$ cat config.mk
export PLATFORM = sky130hd
export DESIGN_NAME = lin_wake_detect
export DESIGN_NICKNAME = d
export VERILOG_FILES = /design/src/rtl/lin_wake_pkg.sv /design/src/rtl/lin_wake_sync.sv /design/src/rtl/lin_wake_tick.sv /design/src/rtl/lin_wake_bus_qual.sv /design/src/rtl/lin_wake_detect.sv
export SDC_FILE = /design/constraint.sdc
export NUM_CORES = 1
export LEC_CHECK = 0
export ABC_AREA = 1
export BUFFER_PORTS_ARGS = -buffer_cell sky130_fd_sc_hd__buf_2
export CORE_AREA = 5 5 45 62
export CTS_CLUSTER_SIZE = 14
export DETAILED_ROUTE_END_ITERATION = 10
export DIE_AREA = 0 0 50 67
export RECOVER_POWER = 100
export SLEW_MARGIN = 0
export SYNTH_ARGS = -nofsm -noshare
export SYNTH_HDL_FRONTEND = slang
export SYNTH_SLANG_ARGS = --single-unit
$ cat constraint.sdc
create_clock -name clk -period 3.4 [get_ports clk]
set_input_delay 0.51 -clock clk [delete_from_list [all_inputs] [get_ports clk]]
set_output_delay 0.51 -clock clk [all_outputs]
set_load 0.1 [all_outputs]
$ cat src/rtl/lin_wake_pkg.sv
// Package: lin_wake_pkg
// Shared type selecting the bus wake style of the wake-up detector.
// Assumes nothing beyond a SystemVerilog-2017 compile.
package lin_wake_pkg;

    typedef enum logic {
        WAKE_ON_FALL = 1'b0,  // falling edge, then a debounced low
        WAKE_ON_RISE = 1'b1   // debounced low, then a rising edge
    } wake_style_e;

endpackage

$ cat src/rtl/lin_wake_sync.sv
// Module: lin_wake_sync
// Two-flop synchronizer for asynchronous single-bit inputs.
// Assumes each input bit changes slowly compared with clk. RST_VAL is the
// idle level loaded at reset, so that no false edge appears after reset.
module lin_wake_sync #(
    parameter int          WIDTH   = 1,
    parameter logic [0:0]  RST_VAL = 1'b1
) (
    input  logic             clk,
    input  logic             rst_n,
    input  logic [WIDTH-1:0] d_async,
    output logic [WIDTH-1:0] q_sync
);

    logic [WIDTH-1:0] meta_q;
    logic [WIDTH-1:0] sync_q;

    // Two register stages bring the input into the clk domain.
    always_ff @(posedge clk) begin
        if (!rst_n) begin
            meta_q <= {WIDTH{RST_VAL}};
            sync_q <= {WIDTH{RST_VAL}};
        end else begin
            meta_q <= d_async;
            sync_q <= meta_q;
        end
    end

    assign q_sync = sync_q;

endmodule

$ cat src/rtl/lin_wake_tick.sv
// Module: lin_wake_tick
// Microsecond time base: pulses tick once every DIV clocks.
// restart forces the phase to zero so that a timed interval begins at a
// known clock. Assumes DIV >= 2.
module lin_wake_tick #(
    parameter int DIV = 250
) (
    input  logic clk,
    input  logic rst_n,
    input  logic restart,
    output logic tick
);

    localparam int W = (DIV > 2) ? $clog2(DIV) : 1;
    localparam logic [W-1:0] LAST = W'(DIV - 1);

    logic [W-1:0] phase_q;

    // Tick marks the last clock of each DIV-clock period.
    assign tick = (phase_q == LAST);

    // Prescaler phase: wraps after each tick, zeroed on restart.
    always_ff @(posedge clk) begin
        if (!rst_n) begin
            phase_q <= '0;
        end else if (restart || tick) begin
            phase_q <= '0;
        end else begin
            phase_q <= phase_q + 1'b1;
        end
    end

endmodule

$ cat src/rtl/lin_wake_bus_qual.sv
// Module: lin_wake_bus_qual
// Qualifies a bus wake from the synchronized bus level.
// It times low periods in microsecond ticks and, depending on STYLE, fires
// either once the low after a falling edge reaches TH ticks, or on the
// rising edge that ends a low of at least TH ticks.
// Assumes bus_s is already synchronous. All state is held cleared while arm
// is low. The edge history keeps tracking while disarmed, so a level that
// was already present at arming is not taken for an edge.
module lin_wake_bus_qual
    import lin_wake_pkg::*;
#(
    parameter wake_style_e STYLE = WAKE_ON_FALL,
    parameter int          TH    = 20,
    parameter int          DIV   = 250,
    localparam int         CNT_W = $clog2(TH + 1)
) (
    input  logic             clk,
    input  logic             rst_n,
    input  logic             arm,
    input  logic             bus_s,
    output logic             bus_hit,
    output logic [CNT_W-1:0] low_cnt
);

    localparam logic [CNT_W-1:0] TH_C   = CNT_W'(TH);
    localparam logic [CNT_W-1:0] TH_M1  = CNT_W'(TH - 1);

    logic bus_prev_q;
    logic fall_e;
    logic rise_e;
    logic tick;
    logic run;
    logic [CNT_W-1:0] cnt_q;

    // Previous bus sample, kept updated in every mode.
    always_ff @(posedge clk) begin
        if (!rst_n) begin
            bus_prev_q <= 1'b1;
        end else begin
            bus_prev_q <= bus_s;
        end
    end

    assign fall_e = bus_prev_q & ~bus_s;
    assign rise_e = ~bus_prev_q & bus_s;

    lin_wake_tick #(
        .DIV (DIV)
    ) u_tick (
        .clk     (clk),
        .rst_n   (rst_n),
        .restart (~arm | fall_e | rise_e),
        .tick    (tick)
    );

    generate
        if (STYLE == WAKE_ON_FALL) begin : g_fall
            logic run_q;

            // Falling style: low time counts only after an armed falling edge.
            always_ff @(posedge clk) begin
                if (!rst_n) begin
                    run_q <= 1'b0;
                end else if (!arm || bus_s) begin
                    run_q <= 1'b0;
                end else if (fall_e) begin
                    run_q <= 1'b1;
                end
            end

            assign run     = run_q;
            assign bus_hit = arm & run_q & tick & ~bus_s & (cnt_q == TH_M1);
        end else begin : g_rise
            // Rising style: any armed low counts; the edge that ends it decides.
            assign run     = 1'b1;
            assign bus_hit = arm & rise_e & (cnt_q == TH_C);
        end
    endgenerate

    // Low-duration counter: saturates at TH, cleared by a high or a disarm.
    always_ff @(posedge clk) begin
        if (!rst_n) begin
            cnt_q <= '0;
        end else if (!arm || bus_s || fall_e) begin
            cnt_q <= '0;
        end else if (run && tick && (cnt_q != TH_C)) begin
            cnt_q <= cnt_q + 1'b1;
        end
    end

    assign low_cnt = cnt_q;

endmodule

$ cat src/rtl/lin_wake_detect.sv
// Module: lin_wake_detect (top)
// Remote and local wake-up detector used in power-down. It synchronizes the
// bus and local wake inputs, qualifies bus activity through lin_wake_bus_qual,
// detects local falling edges and chip-select high, and issues one
// single-cycle wake_req per armed interval.
// Assumes cs_filt is already filtered and synchronous to clk, and that TICK_DIV
// clocks make one microsecond.
module lin_wake_detect
    import lin_wake_pkg::*;
#(
    parameter wake_style_e STYLE      = WAKE_ON_FALL,
    parameter int          TICK_DIV   = 250,
    parameter int          FALL_TICKS = 20,
    parameter int          RISE_TICKS = 70,
    localparam int         TH_SEL     = (STYLE == WAKE_ON_RISE) ? RISE_TICKS : FALL_TICKS,
    localparam int         CNT_W      = $clog2(TH_SEL + 1)
) (
    input  logic clk,
    input  logic rst_n,
    input  logic arm,
    input  logic bus_rx,
    input  logic wake_n,
    input  logic cs_filt,
    output logic wake_req
);

    logic [1:0]       sync_s;
    logic             bus_s;
    logic             wake_s;
    logic             bus_hit;
    logic [CNT_W-1:0] low_cnt;
    logic             wake_prev_q;
    logic             loc_hit;
    logic             any_hit;
    logic             done_q;
    logic             req_q;

    lin_wake_sync #(
        .WIDTH   (2),
        .RST_VAL (1'b1)
    ) u_sync (
        .clk     (clk),
        .rst_n   (rst_n),
        .d_async ({wake_n, bus_rx}),
        .q_sync  (sync_s)
    );

    assign bus_s  = sync_s[0];
    assign wake_s = sync_s[1];

    lin_wake_bus_qual #(
        .STYLE (STYLE),
        .TH    (TH_SEL),
        .DIV   (TICK_DIV)
    ) u_bus (
        .clk     (clk),
        .rst_n   (rst_n),
        .arm     (arm),
        .bus_s   (bus_s),
        .bus_hit (bus_hit),
        .low_cnt (low_cnt)
    );

    // Local wake history, tracked in every mode so that a held-low input is not an edge.
    always_ff @(posedge clk) begin
        if (!rst_n) begin
            wake_prev_q <= 1'b1;
        end else begin
            wake_prev_q <= wake_s;
        end
    end

    assign loc_hit = wake_prev_q & ~wake_s;
    assign any_hit = arm & ~done_q & (bus_hit | loc_hit | cs_filt);

    // Request pulse plus issued flag; the flag holds until disarm.
    always_ff @(posedge clk) begin
        if (!rst_n) begin
            req_q  <= 1'b0;
            done_q <= 1'b0;
        end else begin
            req_q  <= any_hit;
            done_q <= arm & (done_q | any_hit);
        end
    end

    assign wake_req = req_q;

endmodule

Word level (Yosys, flattened, before mapping)
Index checks and enable logic that the tools add are counted.
W data, S select, Z words.
{ "totals": {"register_bits": 22, "inputBits": 6, "wordCells": 44} }
{ "op_classes": {"n_addsub": 2, "eq_ne": 3, "n_bitwise": 21, "n_reduce_logical": 9} }
{ "op_table": {"columns": ["cell", "n"], "rows": [
  ["$and A1 B1 Y1", 10],
  ["$add A8 B1 Y8 const B", 1],
  ["$eq A8 B8 Y1 const B", 1],
  ["$not A1 Y1", 6],
  ["$reduce_or A2 Y1", 3],
  ["$add A5 B1 Y5 const B", 1],
  ["$eq A5 B5 Y1 const B", 1],
  ["$ne A5 B5 Y1 const B", 1],
  ["$or A1 B1 Y1", 5],
  ["$logic_or A1 B1 Y1", 3],
  ["$logic_and A1 B1 Y1", 2],
  ["$logic_not A1 Y1", 1]
]} }

Logic depth before layout (Yosys ltp)
{ "depth": {"word_depth": 9, "ltp_mapped": 10, "ltp_nobuf": 10} }

Hierarchy
Synthesis repeated with hierarchy kept, for this count alone.
{ "unflattened": {"cells_unflattened": 143, "hier_area_um2": 1043.5} }
{ "modules_own_cells": {"columns": ["mod", "n_inst", "cells_per_inst", "area_each_um2", "seq_area_each_um2"], "rows": [
  ["lin_wake_bus_qual", 1, 61, 416.6, 140.1],
  ["lin_wake_tick", 1, 54, 402.9, 160.2],
  ["lin_wake_detect", 1, 16, 113.9, 60.1],
  ["lin_wake_sync", 1, 12, 110.1, 80.1]
]} }

Least setup slack after synthesis
Ideal clock, no wire load.
{ "synth_timing": {"path_type": "register to output", "startpoint": "reg req_q (netlist: wake_req)", "endpoint": "out wake_req", "t_arrival_ps": 909, "required_time_ps": 2890, "slack_ps": 1981, "path_stages_with_launch": 1, "path_buffers": 0, "path_cell_list": "dfxtp_1"} }
{ "synth_rtl": {"columns": ["item", "line_no", "rtl"], "rows": [
  ["start: declaration", "lin_wake_detect.sv:36", "logic req_q;"],
  ["start signal: assignment", "lin_wake_detect.sv:82", "req_q <= any_hit;"],
  ["end: declaration", "lin_wake_detect.sv:24", "output logic wake_req"]
]} }
No word-level cell between the ends.

Worst setup path in the final report
{ "layout_timing": {"startpoint": "reg req_q (netlist: wake_req)", "endpoint": "out wake_req"} }
No word-level cell between the ends.

==> flow_summary.ini <==
[grt]
grtUsageMet3_pct = 2.685
grt_pass1_vias = 695
overflow = 0
grt_usage_pct = 9.982
met2_usage_pct = 17.77
busiest_layer = met2
grt_max_degree = 13
use_met1_pct = 10.79
grt_pass1_wl_um = 2670
antenna_found_initial = 0

[yosys]
postSynthAreaPerCell_sq_um = 7.775
synth_nets = 141
synth_cell_types = 21
yosysWarnings = 0
synth_seq_area_share_pct = 43.24
synth_area_sq_mm = 0.001018
synth-seq-cells = 22
synthCells = 131

[cts]
cts_resized = 0
clock-sinks = 22
clkLatencyLatePin_ns = 0.31
postCtsSetupRepairBufs = 0
hold_buffers = 0
cts-buffers-inserted = 3
cts_tree = built
cts.reportedPaths.clkPinSlew_ns = 0.12
cts_buffer_depth = 2
cts_max_level = 1
root_buffer = clkbuf_4

[critical_path]
crit_buf_inv = 1
path_class = reg -> out
crit_start = wake_req$_SDFF_PN0_
start_kind = flip-flop
cpLargestDelayFamily = buffers and inverters
worstRegToRegCells = 7
crit_required_ns = 2.89
crit_arrival_ns = 1.49
endpoint_kind = output port
crit_chain = clkbuf_1
crit_path_max_incr_delay_ns = 0.86
slowest_stage = clkbuf_1
cp_max_fo = 1
rrSetupSlack_ns = 1.85
r2r-end = u_bus.low_cnt[0]$_SDFFE_PP0P_
timing.rr.start = u_bus.u_tick.phase_q[0]$_SDFF_PP0_

[drt]
postRouteAntennaNets = 0
drc_errors = 0
drtPass1Iterations = 4
vias = 788
routed_wirelength_um = 1539
wl_per_cell_um = 9.500
via_per_inst = 4.864
drt_iter0_drc = 14

[min_path]
holdPathEnd = u_sync.meta_q[0]$_SDFF_PN1_
hp-start = bus_rx
hp-class = in -> reg
hold_path_depth = 3

[pwr]
vdd_drop_max_uv = 334.4
finalPower_uw = 428.1
power_density_mw_per_mm2 = 399.2
p_leak_nw = 0.5078

[timing]
setup_violations = 0
finalClockSkew_ns = 0.006212
rsz0062_at_grt = no
timing.fmax_ghz = 0.4991
period_share_pct = 58.93
period_needed_ns = 2.003
tns_ns = 0
slew_headroom_pct = 22.46
hold_viol = 0
max_slew.worst_pin.slew_ns = 1.168
slew_violations = 0

[die]
start_util_pct = 47.33
fp.dieW_um = 50
rows = 20
ioPinCount = 7
core_sq_mm = 0.002152
dieArea_sq_mm = 0.003350
fp.dieH_um = 67

[placement]
placedCellCount = 158
io_buffers = 6
place.gp.congestion = 0.7293
dp_hpwl_um = 1226

[job]
maxCapViolCount = 0

[layout]
drive_gt1_share_pct = 10.00
layout_common_cells = nand2_1, inv_1, dfxtp_1
nets = 151
stdcell_count = 162
syn_to_final_growth_pct = 5.283
layout_commonest_cell = nand2_1
diodes = 0

[outcome]
status = finished clean
cells in the mapped netlist:
| library cell | instances | area [sq um] |
|---|---|---|
| nand2_2 | 3 | 18.77 |
| nand4_2 | 1 | 12.51 |
| inv_2 | 1 | 3.750 |
| o21ai_1 | 1 | 5.000 |
| o31ai_1 | 1 | 7.510 |
| nor2_2 | 1 | 6.260 |
| nor2_8 | 1 | 20.02 |
| nor2_4 | 1 | 11.26 |
| inv_1 | 24 | 90.09 |
| nor3b_2 | 1 | 12.51 |
| nand2_1 | 27 | 101.4 |
| nand4_1 | 4 | 25.02 |
| a21oi_1 | 9 | 45.04 |
| xor2_1 | 3 | 26.28 |
| xnor2_1 | 2 | 17.52 |
| nand3_1 | 10 | 50.05 |
| dfxtp_1 | 22 | 440.4 |
| ha_1 | 4 | 50.05 |
| nand2_4 | 2 | 22.52 |
| buf_4 | 1 | 7.510 |
| nor2_1 | 12 | 45.04 |
state kept, by name (all words and copies together), names as in the netlist:
name / flops
u_bus.u_tick.phase_q: 8
u_bus.bus_prev_q: 1
u_sync.meta_q: 2
wake_req: 1
u_sync.q_sync: 2
wake_prev_q: 1
done_q: 1
u_bus.low_cnt: 5
u_bus.g_fall.run_q: 1
routing by layer:
layer | up-vias | routed length, um
met5 | - | 0
met4 | 0 | 30
met3 | 4 | 45
met2 | 10 | 763
met1 | 354 | 699
li1 | 420 | -
stage by stage:
stage	setup WS, ns	util [%]	area (sq um)	hold WS, ns
after CTS	1.831	51.34	1105	0.3590
after detailed placement	2.030	49.65	1069	0.3935
after global placement	2.040	49.65	1069	0.3838
after floorplan	1.981	-	1018	0.3795
after global routing	1.342	49.83	1072	0.3749
final	1.397	49.83	1072	0.3669
power breakdown:
group | leakage [nW] | internal, mW | total, mW | switching (mW)
logic | 0.308 | 0.00595 | 0.0191 | 0.0131
registers | 0.179 | 0.263 | 0.266 | 0.00245
clock network | 0.0210 | 0.0654 | 0.143 | 0.0781
total | 0.508 | 0.334 | 0.428 | 0.0937
logic make-up (layout without fill, tap and decap cells):
logic type	after synthesis	after routing	synth area share, %
xor+xnor	5	5	4.301
fa+ha+maj	4	4	4.914
compound gates	11	11	5.651
buf+inv	26	35	9.951
simple gates	63	63	31.94
flops	22	22	43.24
area by class of cell:
class	instances	area [sq um]
fill	220	1080
multi-input combinational	83	446.7
sequential	22	440.4
inverter	25	93.84
clock buffer	4	36.28
timing repair buffer	6	27.53
tap	22	27.53
how the worst max path moves through the flow:
stage	end	slack [ns]	cells after the start
2_1_floorplan	wake_req	1.98	0
3_3_place_gp	u_bus.u_tick.phase_q[4]$_SDFF_PP0_	2.04	5
3_5_place_dp	u_bus.u_tick.phase_q[4]$_SDFF_PP0_	2.03	5
4_1_cts	wake_req	1.83	1
5_1_grt	wake_req	1.34	1
6_report	wake_req	1.40	1
Note: power is estimated with default switching activity, not from simulation.
